File: config.mk
export PLATFORM = sky130hd
export DESIGN_NAME = scl_timing_gen
export DESIGN_NICKNAME = d
export VERILOG_FILES = /design/src/rtl/scl_tg_pkg.sv /design/src/rtl/tg_cfg_regs.sv /design/src/rtl/tg_prescaler.sv /design/src/rtl/tg_phase_ctr.sv /design/src/rtl/scl_timing_gen.sv
export SDC_FILE = /design/constraint.sdc
export NUM_CORES = 1
export LEC_CHECK = 0
export ABC_AREA = 1
export BUFFER_PORTS_ARGS = -buffer_cell sky130_fd_sc_hd__buf_2
export CAP_MARGIN = 15
export CORE_MARGIN = 8
export CORE_UTILIZATION = 63
export CTS_BUF_LIST = sky130_fd_sc_hd__clkbuf_8
export DETAILED_ROUTE_END_ITERATION = 7
export HOLD_SLACK_MARGIN = 0.02
export PLACE_DENSITY = 0.83
export SYNTH_ARGS = -nofsm -noshare
export SYNTH_HDL_FRONTEND = slang
export SYNTH_SLANG_ARGS = --single-unit
File: constraint.sdc
create_clock -name clk -period 3.7 [get_ports clk]
set_input_delay 0.37 -clock clk [delete_from_list [all_inputs] [get_ports clk]]
set_output_delay 0.37 -clock clk [all_outputs]
set_load 0.02 [all_outputs]
File: src/rtl/scl_tg_pkg.sv
package scl_tg_pkg;
  typedef enum logic {
    PH_LOW  = 1'b0,
    PH_HIGH = 1'b1
  } scl_phase_e;

  localparam logic [1:0] ADDR_DIV = 2'd0;
  localparam logic [1:0] ADDR_LO  = 2'd1;
  localparam logic [1:0] ADDR_HI  = 2'd2;

  localparam int OFS_BASE = 7;
  localparam int OFS_CAP  = 2;
endpackage

File: src/rtl/tg_cfg_regs.sv
module tg_cfg_regs
  import scl_tg_pkg::*;
#(
  parameter int DATA_W = 16,
  parameter int DIV_W  = 8,
  parameter int PH_W   = 8,
  parameter logic [DIV_W-1:0] RST_DIV = '0,
  parameter logic [PH_W-1:0]  RST_LO  = PH_W'(53),
  parameter logic [PH_W-1:0]  RST_HI  = PH_W'(53)
) (
  input  logic              clk,
  input  logic              rst_n,
  input  logic              wr_en,
  input  logic [1:0]        wr_addr,
  input  logic [DATA_W-1:0] wr_data,
  input  logic              hold,
  output logic [DIV_W-1:0]  div_q,
  output logic [PH_W-1:0]   lo_q,
  output logic [PH_W-1:0]   hi_q
);
  logic [DIV_W-1:0] stg_div, stg_div_d, div_d;
  logic [PH_W-1:0]  stg_lo, stg_lo_d, lo_d;
  logic [PH_W-1:0]  stg_hi, stg_hi_d, hi_d;

  always_comb begin
    stg_div_d = stg_div;
    stg_lo_d  = stg_lo;
    stg_hi_d  = stg_hi;
    if (wr_en) begin
      case (wr_addr)
        ADDR_DIV: stg_div_d = wr_data[DIV_W-1:0];
        ADDR_LO:  stg_lo_d  = wr_data[PH_W-1:0];
        ADDR_HI:  stg_hi_d  = wr_data[PH_W-1:0];
        default:  ;
      endcase
    end
    div_d = hold ? div_q : stg_div;
    lo_d  = hold ? lo_q  : stg_lo;
    hi_d  = hold ? hi_q  : stg_hi;
  end

  always_ff @(posedge clk or negedge rst_n) begin
    if (!rst_n) begin
      stg_div <= RST_DIV;
      stg_lo  <= RST_LO;
      stg_hi  <= RST_HI;
      div_q   <= RST_DIV;
      lo_q    <= RST_LO;
      hi_q    <= RST_HI;
    end else begin
      stg_div <= stg_div_d;
      stg_lo  <= stg_lo_d;
      stg_hi  <= stg_hi_d;
      div_q   <= div_d;
      lo_q    <= lo_d;
      hi_q    <= hi_d;
    end
  end


  applied_frozen_chk: assert property (@(posedge clk) disable iff (!rst_n)
    (hold && $past(hold)) |-> ($stable(div_q) && $stable(lo_q) && $stable(hi_q)));
endmodule

File: src/rtl/tg_prescaler.sv
module tg_prescaler #(
  parameter int DIV_W = 8
) (
  input  logic             clk,
  input  logic             rst_n,
  input  logic             run,
  input  logic [DIV_W-1:0] div_val,
  output logic             mtick
);
  logic [DIV_W-1:0] pc, pc_d;

  assign mtick = run && (pc == div_val);

  always_comb begin
    if (!run || mtick) pc_d = '0;
    else               pc_d = pc + DIV_W'(1);
  end

  always_ff @(posedge clk or negedge rst_n) begin
    if (!rst_n) pc <= '0;
    else        pc <= pc_d;
  end


  pc_bound_chk: assert property (@(posedge clk) disable iff (!rst_n)
    run |-> (pc <= div_val));

  idle_clear_chk: assert property (@(posedge clk) disable iff (!rst_n)
    !run |=> (pc == '0));
endmodule

File: src/rtl/tg_phase_ctr.sv
module tg_phase_ctr
  import scl_tg_pkg::*;
#(
  parameter int DIV_W = 8,
  parameter int PH_W  = 8
) (
  input  logic             clk,
  input  logic             rst_n,
  input  logic             run,
  input  logic             mtick,
  input  logic [DIV_W-1:0] div_val,
  input  logic [PH_W-1:0]  lo_val,
  input  logic [PH_W-1:0]  hi_val,
  output scl_phase_e       phase,
  output logic             t_rise,
  output logic             t_fall,
  output logic             t_mid_lo,
  output logic             t_mid_hi
);
  localparam int CNT_W = PH_W + 1;

  logic [CNT_W-1:0] cnt, cnt_d;
  scl_phase_e       phase_d;
  logic [1:0]       cap;
  logic [CNT_W-1:0] ofs, len_lo, len_hi, cur_len, half;
  logic             last;

  always_comb begin
    cap     = (div_val > DIV_W'(OFS_CAP)) ? 2'(OFS_CAP) : div_val[1:0];
    ofs     = CNT_W'(OFS_BASE) - CNT_W'(cap);
    len_lo  = {1'b0, lo_val} + ofs;
    len_hi  = {1'b0, hi_val} + ofs;
    cur_len = (phase == PH_HIGH) ? len_hi : len_lo;
    half    = cur_len >> 1;
    last    = (cnt == cur_len - CNT_W'(1));
  end

  always_comb begin
    cnt_d   = cnt;
    phase_d = phase;
    if (!run) begin
      cnt_d   = '0;
      phase_d = PH_LOW;
    end else if (mtick) begin
      if (last) begin
        cnt_d   = '0;
        phase_d = (phase == PH_LOW) ? PH_HIGH : PH_LOW;
      end else begin
        cnt_d = cnt + CNT_W'(1);
      end
    end
  end

  always_ff @(posedge clk or negedge rst_n) begin
    if (!rst_n) begin
      cnt   <= '0;
      phase <= PH_LOW;
    end else begin
      cnt   <= cnt_d;
      phase <= phase_d;
    end
  end

  assign t_rise   = mtick && (phase == PH_LOW)  && last;
  assign t_fall   = mtick && (phase == PH_HIGH) && last;
  assign t_mid_lo = mtick && (phase == PH_LOW)  && (cnt == half);
  assign t_mid_hi = mtick && (phase == PH_HIGH) && (cnt == half);


  cnt_in_phase_chk: assert property (@(posedge clk) disable iff (!rst_n)
    run |-> (cnt < cur_len));

  phase_turn_chk: assert property (@(posedge clk) disable iff (!rst_n)
    (t_rise && run) |=> (!run || phase == PH_HIGH));
endmodule

File: src/rtl/scl_timing_gen.sv
module scl_timing_gen
  import scl_tg_pkg::*;
#(
  parameter int DATA_W      = 16,
  parameter int DIV_W       = 8,
  parameter int PH_W        = 8,
  parameter int SYNC_STAGES = 2
) (
  input  logic              clk,
  input  logic              rst_n,
  input  logic              cfg_wr,
  input  logic [1:0]        cfg_addr,
  input  logic [DATA_W-1:0] cfg_wdata,
  input  logic              bus_req,
  output logic              scl_level,
  output logic              tick_scl_rise,
  output logic              tick_scl_fall,
  output logic              tick_sda_drive,
  output logic              tick_sda_sample
);
  logic             rst_sync_n;
  logic [DIV_W-1:0] div_q;
  logic [PH_W-1:0]  lo_q, hi_q;
  logic             mtick;
  scl_phase_e       phase;

  generate
    if (SYNC_STAGES <= 1) begin : g_rs1
      logic rs;
      always_ff @(posedge clk or negedge rst_n) begin
        if (!rst_n) rs <= 1'b0;
        else        rs <= 1'b1;
      end
      assign rst_sync_n = rs;
    end else begin : g_rsn
      logic [SYNC_STAGES-1:0] rs;
      always_ff @(posedge clk or negedge rst_n) begin
        if (!rst_n) rs <= '0;
        else        rs <= {rs[SYNC_STAGES-2:0], 1'b1};
      end
      assign rst_sync_n = rs[SYNC_STAGES-1];
    end
  endgenerate

  tg_cfg_regs #(
    .DATA_W(DATA_W), .DIV_W(DIV_W), .PH_W(PH_W)
  ) u_cfg (
    .clk(clk), .rst_n(rst_sync_n), .wr_en(cfg_wr), .wr_addr(cfg_addr),
    .wr_data(cfg_wdata), .hold(bus_req),
    .div_q(div_q), .lo_q(lo_q), .hi_q(hi_q)
  );

  tg_prescaler #(.DIV_W(DIV_W)) u_pre (
    .clk(clk), .rst_n(rst_sync_n), .run(bus_req), .div_val(div_q), .mtick(mtick)
  );

  tg_phase_ctr #(.DIV_W(DIV_W), .PH_W(PH_W)) u_ph (
    .clk(clk), .rst_n(rst_sync_n), .run(bus_req), .mtick(mtick),
    .div_val(div_q), .lo_val(lo_q), .hi_val(hi_q), .phase(phase),
    .t_rise(tick_scl_rise), .t_fall(tick_scl_fall),
    .t_mid_lo(tick_sda_drive), .t_mid_hi(tick_sda_sample)
  );

  assign scl_level = !bus_req || (phase == PH_HIGH);


  one_tick_chk: assert property (@(posedge clk) disable iff (!rst_sync_n)
    $onehot0({tick_scl_rise, tick_scl_fall, tick_sda_drive, tick_sda_sample}));

  idle_quiet_chk: assert property (@(posedge clk) disable iff (!rst_sync_n)
    !bus_req |-> (scl_level && !tick_scl_rise && !tick_scl_fall
                  && !tick_sda_drive && !tick_sda_sample));

  drive_in_low_chk: assert property (@(posedge clk) disable iff (!rst_sync_n)
    tick_sda_drive |-> !scl_level);
endmodule

; Yosys cells after proc, flatten, opt, wreduce, memory -nomap -nowiden
; Index checks and enable logic that the tools add are counted.
[op_classes]
add_sub_neg = 6
multipliers = 0
div = 0
n_lt_le_gt_ge = 1
n_eq_ne = 7
shifts = 0
mux = 10
n_bitwise = 1
n_reduce_logical = 15
[ops]
columns = operator, count
row1 = $mux W9, 4
row2 = $add A8 B9 Y9, 2
row3 = $add A9 B1 Y9 const B, 1
row4 = $eq A9 B8 Y1, 1
row5 = $eq A9 B9 Y1, 1
row6 = $sub A9 B1 Y9 const B, 1
row7 = $add A8 B1 Y8 const B, 1
row8 = $eq A8 B8 Y1, 1
row9 = $gt A8 B2 Y1 const B, 1
row10 = $mux W8, 1
row11 = $reduce_and A2 Y1, 4
row12 = $logic_and A1 B1 Y1, 7
row13 = $mux W1, 4
row14 = $ne A2 B1 Y1 const B, 2
row15 = $sub A3 B2 Y4 const A, 1
row16 = $eq A2 B1 Y1 const B, 1
row17 = $eq A2 B2 Y1 const B, 1
row18 = $logic_not A2 Y1, 1
row19 = $logic_or A1 B1 Y1, 2
row20 = $mux W2, 1
row21 = $logic_not A1 Y1, 1
row22 = $not A1 Y1, 1
[totals]
regBits = 68
latchBits = 0
ram_bits = 0
romBits = 0
input_bits = 22
memories = 0

; Longest topological paths before layout
; Gate-level depths: netlist of the first run.
[logic_depth]
ltp_word = 10
depth_mapped = 23
ltp_nobuf = 23

; Hierarchy
; A second synthesis of the first run with hierarchy kept.
[unflattened]
hier_cells = 524
hier_area_um2 = 4098.9
[modules_own_cells]
columns = module, n_inst, cells_each, area_each_um2, seq_area_each_um2
row1 = tg_cfg_regs, 1, 208, 2003.2, 1221.2
row2 = tg_phase_ctr, 1, 240, 1520.2, 250.2
row3 = tg_prescaler, 1, 71, 514.2, 200.2
row4 = scl_timing_gen, 1, 5, 61.3, 50.0

; Worst setup path before layout of the first run
; OpenSTA, ideal clock, no wires.
[synth_path]
path_kind = register to output
start = reg u_cfg.div_q[4]
end = out tick_scl_fall
arrival_ns = 3.001
path_slack_ns = 0.329
stages_incl_launch_ff = 16
path_buffers = 0
path_cell_list = dfrtp_1 or2_2 nor4_1 nand2_1 ha_1 inv_1 fa_1 ha_1 xnor2_1 a21oi_1 nand3_1 nor2_1 nand3_1 nor2_2 nand2_4 nor2_1
[synth_via]
elab_chain_len = 8
[synth_rtl]
columns = item, line
row1 = "start, declared", tg_cfg_regs.sv:17  ; output logic [DIV_W-1:0] div_q,
row2 = "start signal, assigned", tg_cfg_regs.sv:54  ; div_q <= div_d;
row3 = $gt A8 B2 Y1, tg_phase_ctr.sv:29  ; cap = (div_val > DIV_W'(OFS_CAP)) ? 2'(OFS_CAP) : div_val[1:0];
row4 = $mux W2, tg_phase_ctr.sv:29
row5 = $sub A3 B2 Y4, tg_phase_ctr.sv:30  ; ofs = CNT_W'(OFS_BASE) - CNT_W'(cap);
row6 = $add A8 B9 Y9 (on tied branches), "tg_phase_ctr.sv:31, tg_phase_ctr.sv:32"
row7 = $mux W9, tg_phase_ctr.sv:33  ; cur_len = (phase == PH_HIGH) ? len_hi : len_lo;
row8 = $sub A9 B1 Y9, tg_phase_ctr.sv:35  ; last = (cnt == cur_len - CNT_W'(1));
row9 = $eq A9 B9 Y1, tg_phase_ctr.sv:35
row10 = $logic_and A1 B1 Y1 (*), tg_phase_ctr.sv:65  ; assign t_fall = mtick && (phase == PH_HIGH) && last;
row11 = "end, declared", scl_timing_gen.sv:17  ; output logic tick_scl_fall,
; Mark *: on every way between the ends. The rest lies on a longest branch, timed or not.

; Final worst setup path of the first run
; Same ends and word-level chain as after synthesis.

==> results_dict.tcl, run 1 <==
set metrics [dict create \
    pwr_density_cell_nw_per_um2 560 \
    synth_seq_area_share 0.439 \
    synth_fa_ha_area_frac 0.0211 \
    synth_top_area_share 0.332 \
    rows 28 \
    clock_path_buffers 2 \
    vias 3443 \
    synthesis.nets 540 \
    yosysWarnings 0 \
    finalSetupViolations 0 \
    cp_slowest_stage_delay_ns 0.46 \
    antenna_cells 0 \
    wire_per_inst_um 14.0 \
    yosysTopAreaCell "dfrtp_1" \
    synth-edff-count 0 \
    port_buffers 18 \
    firstDrtPassIters 5 \
    p_leak_uw 0.00216 \
    dpl.hpwl_um 5940 \
    synthArstFlopShare 1.00 \
    cts_root_buf "clkbuf_8" \
    die_y_um 94.9 \
    clkPwrFrac 0.249 \
    cp-startpoint "u_cfg.div_q[4]" \
    grt_util_met1 0.232 \
    synth_compound_area_frac 0.0798 \
    antenna_found_initial 0 \
    ir_drop_mv 0.430 \
    max_slew_margin 0.415 \
    grt_setup_unrepaired "true" \
    gp_congestion 0.849 \
    cts_htree_levels 3 \
    postLayoutCellArea_um2 4430 \
    fin_tns_setup_ns 0 \
    p_int_uw 1530 \
    cts_tree "done" \
    switching_power_uw 954 \
    synth_top_flop_cell "dfrtp_1" \
    io_pins 27 \
    final_net_count 568 \
    path_class "flip-flop to output pin" \
    clk_pin_slew_worst_paths_ns 0.07 \
    drv_cap 0 \
    outcome "completed" \
    crit_fanout 4 \
    ys_types 35 \
    drc 0 \
    p_seq_frac 0.379 \
    slew_viol_final 0 \
    avgSynthCellArea_um2 7.66 \
    met2_usage 0.359 \
    start_util 0.658 \
    viasPerCell 5.55 \
    worst_pin_slew_ns 0.878 \
    syn_inst 512 \
    fill_cells 416 \
    grt-busiest-layer "met2" \
    fp.dieW_um 94.9 \
    cts_buffers 9 \
    max_freq_mhz 273 \
    core_um2 5960 \
    power_frac_comb 0.372 \
    overflow 0 \
    fin_util 0.744 \
    cts_sinks 68 \
    crit_slowest_cell "fa_2" \
    syn_area_um2 3920 \
    ys_top_cells_by_area "dfrtp_1 33%, nand2_1 15%, dfstp_2 11%" \
    synth_xor_xnor_area_share 0.0335 \
    crit_path_end_kind "output pin" \
    grt_pass1_wl_um 14600 \
    synthMuxAreaShare 0 \
    hold_path.class "input port to flip-flop" \
    synth_top_family_by_area "simple AND/OR/NAND/NOR gates" \
    placed_area_um2 4060 \
    p_sw_frac 0.385 \
    hold_viol 0 \
    synthSimpleGateAreaFrac 0.344 \
    drt-initial-drc-count 248 \
    hold_path_startpoint "cfg_wdata[0]" \
    path_cells "or2_4, nor4_4, nand2_1, ha_2, inv_2, fa_2, ha_4, xnor2_1, a21oi_1, nand3_1, nor2_1, nand3_1, nor2_2, nand2_4, nor2_4, buf_6" \
    r2r-start "u_cfg.div_q[4]" \
    design.die.area_um2 9000 \
    cpMostUsedCell "nand3_1" \
    grt_max_degree 42 \
    clkLatencyLatePin_ns 0.35 \
    grt_usage 0.202 \
    required_ns 3.33 \
    syn_to_final_growth_pct 13.0 \
    ys_ff_latch 68 \
    start_kind "flip-flop" \
    grt_use_met3 0.0437 \
    ant_nets 0 \
    period_minus_slack_ns 3.67 \
    post-route-period-util 0.991 \
    wirelength_um 8700 \
    skew_ns 0.0106 \
    grt_pass1_vias 3408 \
    drive_above_1_share 0.235 \
    crit_arrival_ns 3.30 \
]
-- worst max-delay path, delay by kind of cell, from the launching register on --
kind | cells | cell delay, ns
AND/OR/NAND/NOR | 9 | 1.25
adder cells (fa/ha/maj) | 3 | 0.89
AO/OA/AOI/OAI | 1 | 0.12
flip-flops | 1 | 0.38
XOR/XNOR | 1 | 0.11
buffers and inverters | 2 | 0.19
-- per-stage QoR --
step	power [uW]	setup slack (ns)	std cells	hold WS, ns
floorplan	1610	0.329	512	0.0744
finish	2480	0.0321	620	0.288
detailed placement	1760	0.0555	595	0.158
CTS	2420	0.00910	619	0.280
global placement	1720	0.162	595	0.154
global route	2640	-0.183	620	0.297
-- routing by layer --
layer | wire length, um | vias to the layer above
li1 | - | 1672
met1 | 3620 | 1665
met2 | 4550 | 82
met5 | 0 | -
met4 | 193 | 0
met3 | 332 | 24
-- cells in the final DEF, fill, tap and decap left out, types with 2 or more instances in the layout --
cell type	count
nand2_1	158
buf_6	3
inv_2	6
dfstp_2	16
nor2_1	25
o21ai_2	2
buf_2	15
dfrtp_1	50
ha_1	3
nand2_4	7
nor3_1	5
nand3_1	30
xor2_1	14
o21ai_0	44
clkinv_2	2
or2_2	5
nand2_2	16
nand3b_1	2
nor2_2	8
a21oi_1	7
o21ai_1	5
clkinvlp_4	2
nand4_1	11
nor2_4	4
clkbuf_8	10
nand3_2	6
buf_4	12
dfrtp_2	2
inv_1	56
-- kinds of logic after synthesis --
kind of cell    after synthesis
simple gates                284
xor+xnor                     15
compound gates               61
fa+ha+maj                     6
other cells                   1
buf+inv                      77
flops                        68
-- Yosys cell counts, drive strengths merged (6+ instances only) --
library cell / instances
nor2: 38
clkbuf: 9
inv: 63
o21ai: 51
dfstp: 16
dfrtp: 52
or2: 6
a21oi: 8
xor2: 14
nand3: 37
nand4: 11
nand2: 181
-- registers in the layout, summed over array words and instances, names as in the netlist --
signal,flops
u_cfg.stg_div,8
u_pre.pc,8
u_ph.cnt,9
u_cfg.div_q,8
u_cfg.hi_q,8
u_cfg.lo_q,8
u_cfg.stg_lo,8
g_rsn.rs,2
u_cfg.stg_hi,8
u_ph.phase,1
-- final timing paths --
path                                   end  slack, ns  depth (start not counted)
max in group asynchronous  u_cfg.stg_lo[2]       2.39                          1
min reg2reg                    g_rsn.rs[1]       0.37                          0
max                          tick_scl_fall       0.03                         16
min                        u_cfg.stg_lo[0]       0.29                          3
min in group asynchronous      g_rsn.rs[1]       0.34                          2
max reg2reg                     u_ph.phase       0.44                         19
-- power groups by stage --
stage / Clock [uW] / Sequential, uW / Combinational, uW
3_5_place_dp: 0 / 951 / 809
6_report: 617 / 940 / 923
2_1_floorplan: 0 / 928 / 684
5_1_grt: 651 / 953 / 1040
3_3_place_gp: 0 / 945 / 777
4_1_cts: 619 / 937 / 860
-- repair_timing --
| item | CTS | global route |
|---|---|---|
| hold buffers | 1 | 0 |
| pin swaps | 9 | 10 |
| setup buffers | 7 | 1 |
| cloned | 0 | 0 |
| setup endpoints to repair | 4 | 4 |
| resized for setup | 11 | 19 |
| hold endpoints to repair | 2 | 0 |
-- final cells by class --
| cell class | count | area (um^2) | share of cell area |
|---|---|---|---|
| clock buffer | 10 | 138 | 0.0311 |
| clock inverter | 6 | 63.8 | 0.0144 |
| inverter | 63 | 241 | 0.0545 |
| multi-input combinational | 367 | 1960 | 0.442 |
| sequential | 68 | 1720 | 0.389 |
| tap | 75 | 93.8 | 0.0212 |
| timing repair buffer | 31 | 209 | 0.0472 |
No activity file was read; power rests on OpenSTA's default activity.
==> run 2, diff against run 1 <==
--- a/config.mk
+++ b/config.mk
@@ -9,11 +9,11 @@
 export BUFFER_PORTS_ARGS = -buffer_cell sky130_fd_sc_hd__buf_2
 export CAP_MARGIN = 15
 export CORE_MARGIN = 8
-export CORE_UTILIZATION = 63
+export CORE_UTILIZATION = 57
 export CTS_BUF_LIST = sky130_fd_sc_hd__clkbuf_8
 export DETAILED_ROUTE_END_ITERATION = 7
 export HOLD_SLACK_MARGIN = 0.02
-export PLACE_DENSITY = 0.83
+export PLACE_DENSITY = 0.79
 export SYNTH_ARGS = -nofsm -noshare
 export SYNTH_HDL_FRONTEND = slang
 export SYNTH_SLANG_ARGS = --single-unit
==> constraint.sdc (replaced) <==
create_clock -name clk -period 3.05 [get_ports clk]
set_input_delay 0.305 -clock clk [delete_from_list [all_inputs] [get_ports clk]]
set_output_delay 0.305 -clock clk [all_outputs]
set_load 0.02 [all_outputs]
==> run 2 against run 1 <==
The run now ends with negative setup slack left. Global-route usage down 1.6 points. Wire length fell by 0.43%. Largest cell class unchanged. Via count fell by 0.12%. Critical endpoint unchanged. Largest power group is now combinational logic.
==> results_dict.tcl, run 2 (synthesized netlist as in run 1, its figures left out) <==
set metrics [dict create \
    outcome "finished, violations left" \
    violations "negative setup slack" \
    drv_cap 0 \
    final_common_cell "nand2_1" \
    dpl.hpwl_um 6140 \
    antenna_found_initial 0 \
    fill_cells 522 \
    slew_viol_final 0 \
    ir_drop_mv 0.382 \
    crit_path_end_kind "output pin" \
    start_kind "flip-flop" \
    grt_pass1_vias 3288 \
    clkPwrFrac 0.208 \
    regMostFlops "u_ph.cnt" \
    p_seq_frac 0.362 \
    start_util 0.583 \
    crit_fanout 3 \
    skew_ns 0.00638 \
    clk_pin_slew_worst_paths_ns 0.07 \
    firstDrtPassIters 7 \
    final_net_count 588 \
    largest_reg_flops 9 \
    max_slew_margin 0.313 \
    setup_slack_ns -0.485 \
    vias 3439 \
    max_freq_mhz 283 \
    postLayoutCellArea_um2 4710 \
    wirelength_um 8660 \
    drt-initial-drc-count 152 \
    ant_nets 0 \
    post-route-period-util 1.16 \
    port_buffers 18 \
    mostFrequentLayoutCells "153 x nand2_1, 59 x inv_1, 50 x dfrtp_1" \
    p_int_uw 1920 \
    path_class "flip-flop to output pin" \
    holdWs_ns 0.219 \
    finalSetupViolations 14 \
    gp_congestion 0.850 \
    die_y_um 98.9 \
    rows 30 \
    grt_max_degree 50 \
    syn_to_final_growth_pct 20.2 \
    switching_power_uw 1220 \
    design.die.area_um2 9790 \
    antenna_cells 0 \
    grt_setup_unrepaired "true" \
    fp.dieW_um 98.9 \
    core_um2 6720 \
    hold_path.class "input port to flip-flop" \
    clkLatencyLatePin_ns 0.34 \
    drc 0 \
    drive_above_1_share 0.287 \
    worst_pin_slew_ns 1.03 \
    cts_buffers 9 \
    placed_area_um2 4220 \
    grt_pass1_wl_um 14900 \
    r2r_slack_ns -0.44 \
    clock_path_buffers 2 \
    overflow 0 \
    p_leak_uw 0.00229 \
    crit_arrival_ns 3.23 \
    p_sw_frac 0.388 \
    hold_viol 0 \
    cts_root_buf "clkbuf_8" \
    pwr_density_cell_nw_per_um2 667 \
    cts_sinks 68 \
    required_ns 2.74 \
    cts_htree_levels 3 \
    power_frac_comb 0.430 \
    wire_per_inst_um 13.4 \
    grt_usage 0.186 \
    cts_tree "done" \
    viasPerCell 5.33 \
    io_pins 27 \
    period_minus_slack_ns 3.54 \
]
-- run 2: changes by cell type in the layout (fill, tap and decap cells not counted), moves of 3 or more --
cell,previous run,this run
nand2_1,158,153
nand3_4,1,4
inv_1,56,59
buf_4,12,26
a21oi_2,1,6
nand2_2,16,20
a21oi_1,7,2
buf_6,3,10
-- run 2: layout make-up --
cell class,count,area [um^2],share of cell area
multi-input combinational,367,2090,0.443
clock buffer,11,151,0.0321
timing repair buffer,51,388,0.0823
inverter,63,241,0.0512
clock inverter,5,21.3,0.00451
sequential,68,1720,0.366
tap,80,100,0.0212
-- run 2: path summary, 6_finish.rpt --
kind                                start               to  cells after the start
setup / recovery           u_cfg.div_q[7]    tick_scl_fall                     17
hold / removal               cfg_wdata[0]  u_cfg.stg_lo[0]                      3
setup reg to reg           u_cfg.div_q[7]       u_ph.phase                     23
hold reg to reg               g_rsn.rs[0]      g_rsn.rs[1]                      0
max in group asynchronous     g_rsn.rs[1]  u_cfg.stg_hi[0]                      1
min in group asynchronous           rst_n      g_rsn.rs[1]                      2
-- run 2: power groups by stage --
stage                     Sequential, uW  Clock (uW)  Combinational, uW
after floorplan                     1130           0                840
after detailed placement            1150           0               1080
final                               1140         653               1350
after global placement              1150           0               1040
after CTS                           1140         666               1260
after global routing                1160         704               1500
-- run 2: stage by stage --
stage | setup TNS [ns] | std cells | setup slack [ns] | total power [uW] | utilization
after global routing | -7.91 | 645 | -0.646 | 3360 | 0.701
after CTS | -4.74 | 642 | -0.514 | 3060 | 0.689
final | -5.61 | 645 | -0.485 | 3140 | 0.701
after global placement | -1.03 | 617 | -0.166 | 2180 | 0.628
after floorplan | 0 | 512 | 0.00498 | 1970 | -
after detailed placement | -2.50 | 617 | -0.275 | 2230 | 0.628
-- run 2: per-layer routing --
| metal | wire length, um | GRT usage | vias to the layer above |
|---|---|---|---|
| met5 | 0 | 0 | - |
| met4 | 199 | 0.0697 | 0 |
| met3 | 441 | 0.0486 | 25 |
| met2 | 4190 | 0.299 | 98 |
| met1 | 3830 | 0.235 | 1597 |
| li1 | - | - | 1719 |
-- run 2: repair_timing --
item | CTS | global route
buffers inserted | 8 | 3
gates resized for setup | 42 | 14
hold endpoints to repair | 2 | 0
hold buffers | 1 | 0
pin swaps | 24 | 10
endpoints found under the setup margin | 14 | 14
gates cloned | 0 | 0
-- run 2: critical path, cell delays in order, from the launching register on --
cell and delay (ns):
dfrtp_1 0.38, nor2_1 0.11, o21ai_1 0.10, nor4_4 0.23, nand2_1 0.10, ha_2 0.19
inv_2 0.06, fa_2 0.46, ha_4 0.24, xnor2_2 0.13, a21oi_2 0.11, nand3_1 0.11
nor2_1 0.13, nand3_1 0.10, nor2_2 0.13, nand2_4 0.09, nor2_4 0.11, buf_6 0.12
==> run 3, diff against run 2 <==
--- a/config.mk
+++ b/config.mk
@@ -9,11 +9,11 @@
 export BUFFER_PORTS_ARGS = -buffer_cell sky130_fd_sc_hd__buf_2
 export CAP_MARGIN = 15
 export CORE_MARGIN = 8
-export CORE_UTILIZATION = 57
+export CORE_UTILIZATION = 45
 export CTS_BUF_LIST = sky130_fd_sc_hd__clkbuf_8
 export DETAILED_ROUTE_END_ITERATION = 7
 export HOLD_SLACK_MARGIN = 0.02
-export PLACE_DENSITY = 0.79
+export SKIP_CTS_REPAIR_TIMING = 1
 export SYNTH_ARGS = -nofsm -noshare
 export SYNTH_HDL_FRONTEND = slang
 export SYNTH_SLANG_ARGS = --single-unit
==> run 3 against run 2 <==
The run still ends with negative setup slack left. Critical path depth decreased by 1. Maximum frequency increased by 0.58%. Final cell count increased by 3.7%. Global-route usage decreased by 3.2 points. Sequential power about the same. Via count decreased by 6.2%. Sequential cell count unchanged. Worst hold slack improved by 0.029 ns. Largest power group unchanged.
==> results_dict.tcl, run 3 (synthesized netlist as in run 1, its figures left out) <==
set metrics [dict create \
    firstDrtPassIters 4 \
    p_leak_uw 0.00225 \
    violations "negative setup slack" \
    worst_pin_slew_ns 0.908 \
    port_buffers 18 \
    fill_cells 857 \
    antenna_found_initial 0 \
    cts_htree_levels 3 \
    design.die.area_um2 12000 \
    regMostFlops "u_ph.cnt" \
    start_util 0.456 \
    crit_path_end_kind "output pin" \
    grt_max_degree 44 \
    period_minus_slack_ns 3.51 \
    wire_per_inst_um 12.8 \
    power_frac_comb 0.392 \
    dp_slack_ns -0.224 \
    hold_viol 0 \
    overflow 0 \
    rows 34 \
    gp_congestion 0.869 \
    max_freq_mhz 285 \
    hold_path.class "input port to flip-flop" \
    cts_root_buf "clkbuf_8" \
    post-route-period-util 1.15 \
    switching_power_uw 1140 \
    core_um2 8590 \
    crit_arrival_ns 3.21 \
    drc 0 \
    setup_slack_ns -0.465 \
    mostFrequentLayoutCells "153 x nand2_1, 61 x inv_1, 50 x dfrtp_1" \
    grt_pass1_wl_um 14600 \
    drt-initial-drc-count 82 \
    outcome "finished, violations left" \
    die_y_um 109 \
    clock_path_buffers 2 \
    p_int_uw 1950 \
    path_class "flip-flop to output pin" \
    crit_fanout 3 \
    drv_cap 0 \
    dpl.hpwl_um 6450 \
    io_pins 27 \
    grt_pass1_vias 3064 \
    power.total_uw 3090 \
    ir_drop_mv 0.412 \
    start_kind "flip-flop" \
    r2r_slack_ns -0.16 \
    syn_to_final_growth_pct 17.3 \
    wirelength_um 8580 \
    slew_viol_final 0 \
    required_ns 2.74 \
    skew_ns 0.00533 \
    ant_nets 0 \
    clkLatencyLatePin_ns 0.34 \
    final_common_cell "nand2_1" \
    final_net_count 584 \
    cts_sinks 68 \
    grt_setup_unrepaired "true" \
    pwr_density_cell_nw_per_um2 671 \
    cts_tree "done" \
    p_seq_frac 0.369 \
    vias 3227 \
    p_sw_frac 0.369 \
    viasPerCell 4.82 \
    fp.dieW_um 109 \
    cts_buffers 9 \
    grt_usage 0.155 \
    drive_above_1_share 0.255 \
    clk_pin_slew_worst_paths_ns 0.07 \
    largest_reg_flops 9 \
    finalSetupViolations 14 \
    clkPwrFrac 0.239 \
    antenna_cells 0 \
    max_slew_margin 0.395 \
]
==> run 3: cell types whose count changed in the layout (fill, tap and decap cells not counted), moves of 3 or more <==
cell,before,now
a21oi_2,6,1
nand3_4,4,1
buf_6,10,3
a21oi_1,2,7
buf_4,26,29
==> run 3: power by group through the flow <==
stage                     logic (uW)  clock network [uW]  registers, uW
after floorplan                  840                   0           1130
after global placement          1070                   0           1150
after detailed placement        1100                   0           1150
after CTS                       1110                 759           1140
after global routing            1360                 799           1160
final                           1210                 738           1140
==> run 3: metal layers <==
layer	wire, um	vias to the layer above	global-route usage	share of wire
met5	0	-	0	0
met4	164	0	0.0656	0.019
met3	248	13	0.0311	0.029
met2	4080	42	0.247	0.48
met1	4090	1465	0.201	0.48
li1	-	1707	-	-
==> run 3: through the flow <==
stage / area, um^2 / cells / TNS (ns) / hold slack, ns / util
floorplan: 3950 / 512 / 0 / 0.00941 / -
global placement: 4280 / 648 / -1.51 / 0.0899 / 0.498
detailed placement: 4280 / 648 / -1.83 / 0.0960 / 0.498
CTS: 4470 / 664 / -3.61 / -0.276 / 0.521
global route: 4600 / 669 / -5.31 / 0.269 / 0.535
finish: 4600 / 669 / -2.21 / 0.248 / 0.535
==> run 3: critical path, stage by stage (launching register included) <==
cell     delay, ns
dfrtp_1       0.38
or2_4         0.26
nor4_4        0.25
nand2_1       0.09
ha_2          0.19
inv_2         0.05
fa_2          0.46
ha_4          0.23
xnor2_1       0.12
a21oi_1       0.12
nand3_1       0.08
nor2_1        0.11
nand3_1       0.09
nor2_2        0.14
nand2_4       0.09
nor2_4        0.08
buf_6         0.12
==> run 3: final timing paths <==
path / from / cells past startpoint / endpoint
max: u_cfg.div_q[2] / 16 / tick_scl_fall
min: cfg_wdata[0] / 3 / u_cfg.stg_hi[0]
max reg2reg: u_cfg.div_q[2] / 19 / u_ph.phase
min reg2reg: g_rsn.rs[0] / 0 / g_rsn.rs[1]
max in group asynchronous: g_rsn.rs[1] / 1 / u_cfg.stg_lo[5]
min in group asynchronous: rst_n / 2 / g_rsn.rs[1]
==> run 3: final cells by class <==
type,count,area [um^2],share of cell area
Clock buffer,11,151,0.0329
Clock inverter,5,46.3,0.0101
Inverter,63,241,0.0525
Multi-Input combinational cell,367,1970,0.428
Sequential cell,68,1720,0.375
Tap cell,108,135,0.0294
Timing Repair Buffer,47,332,0.0721
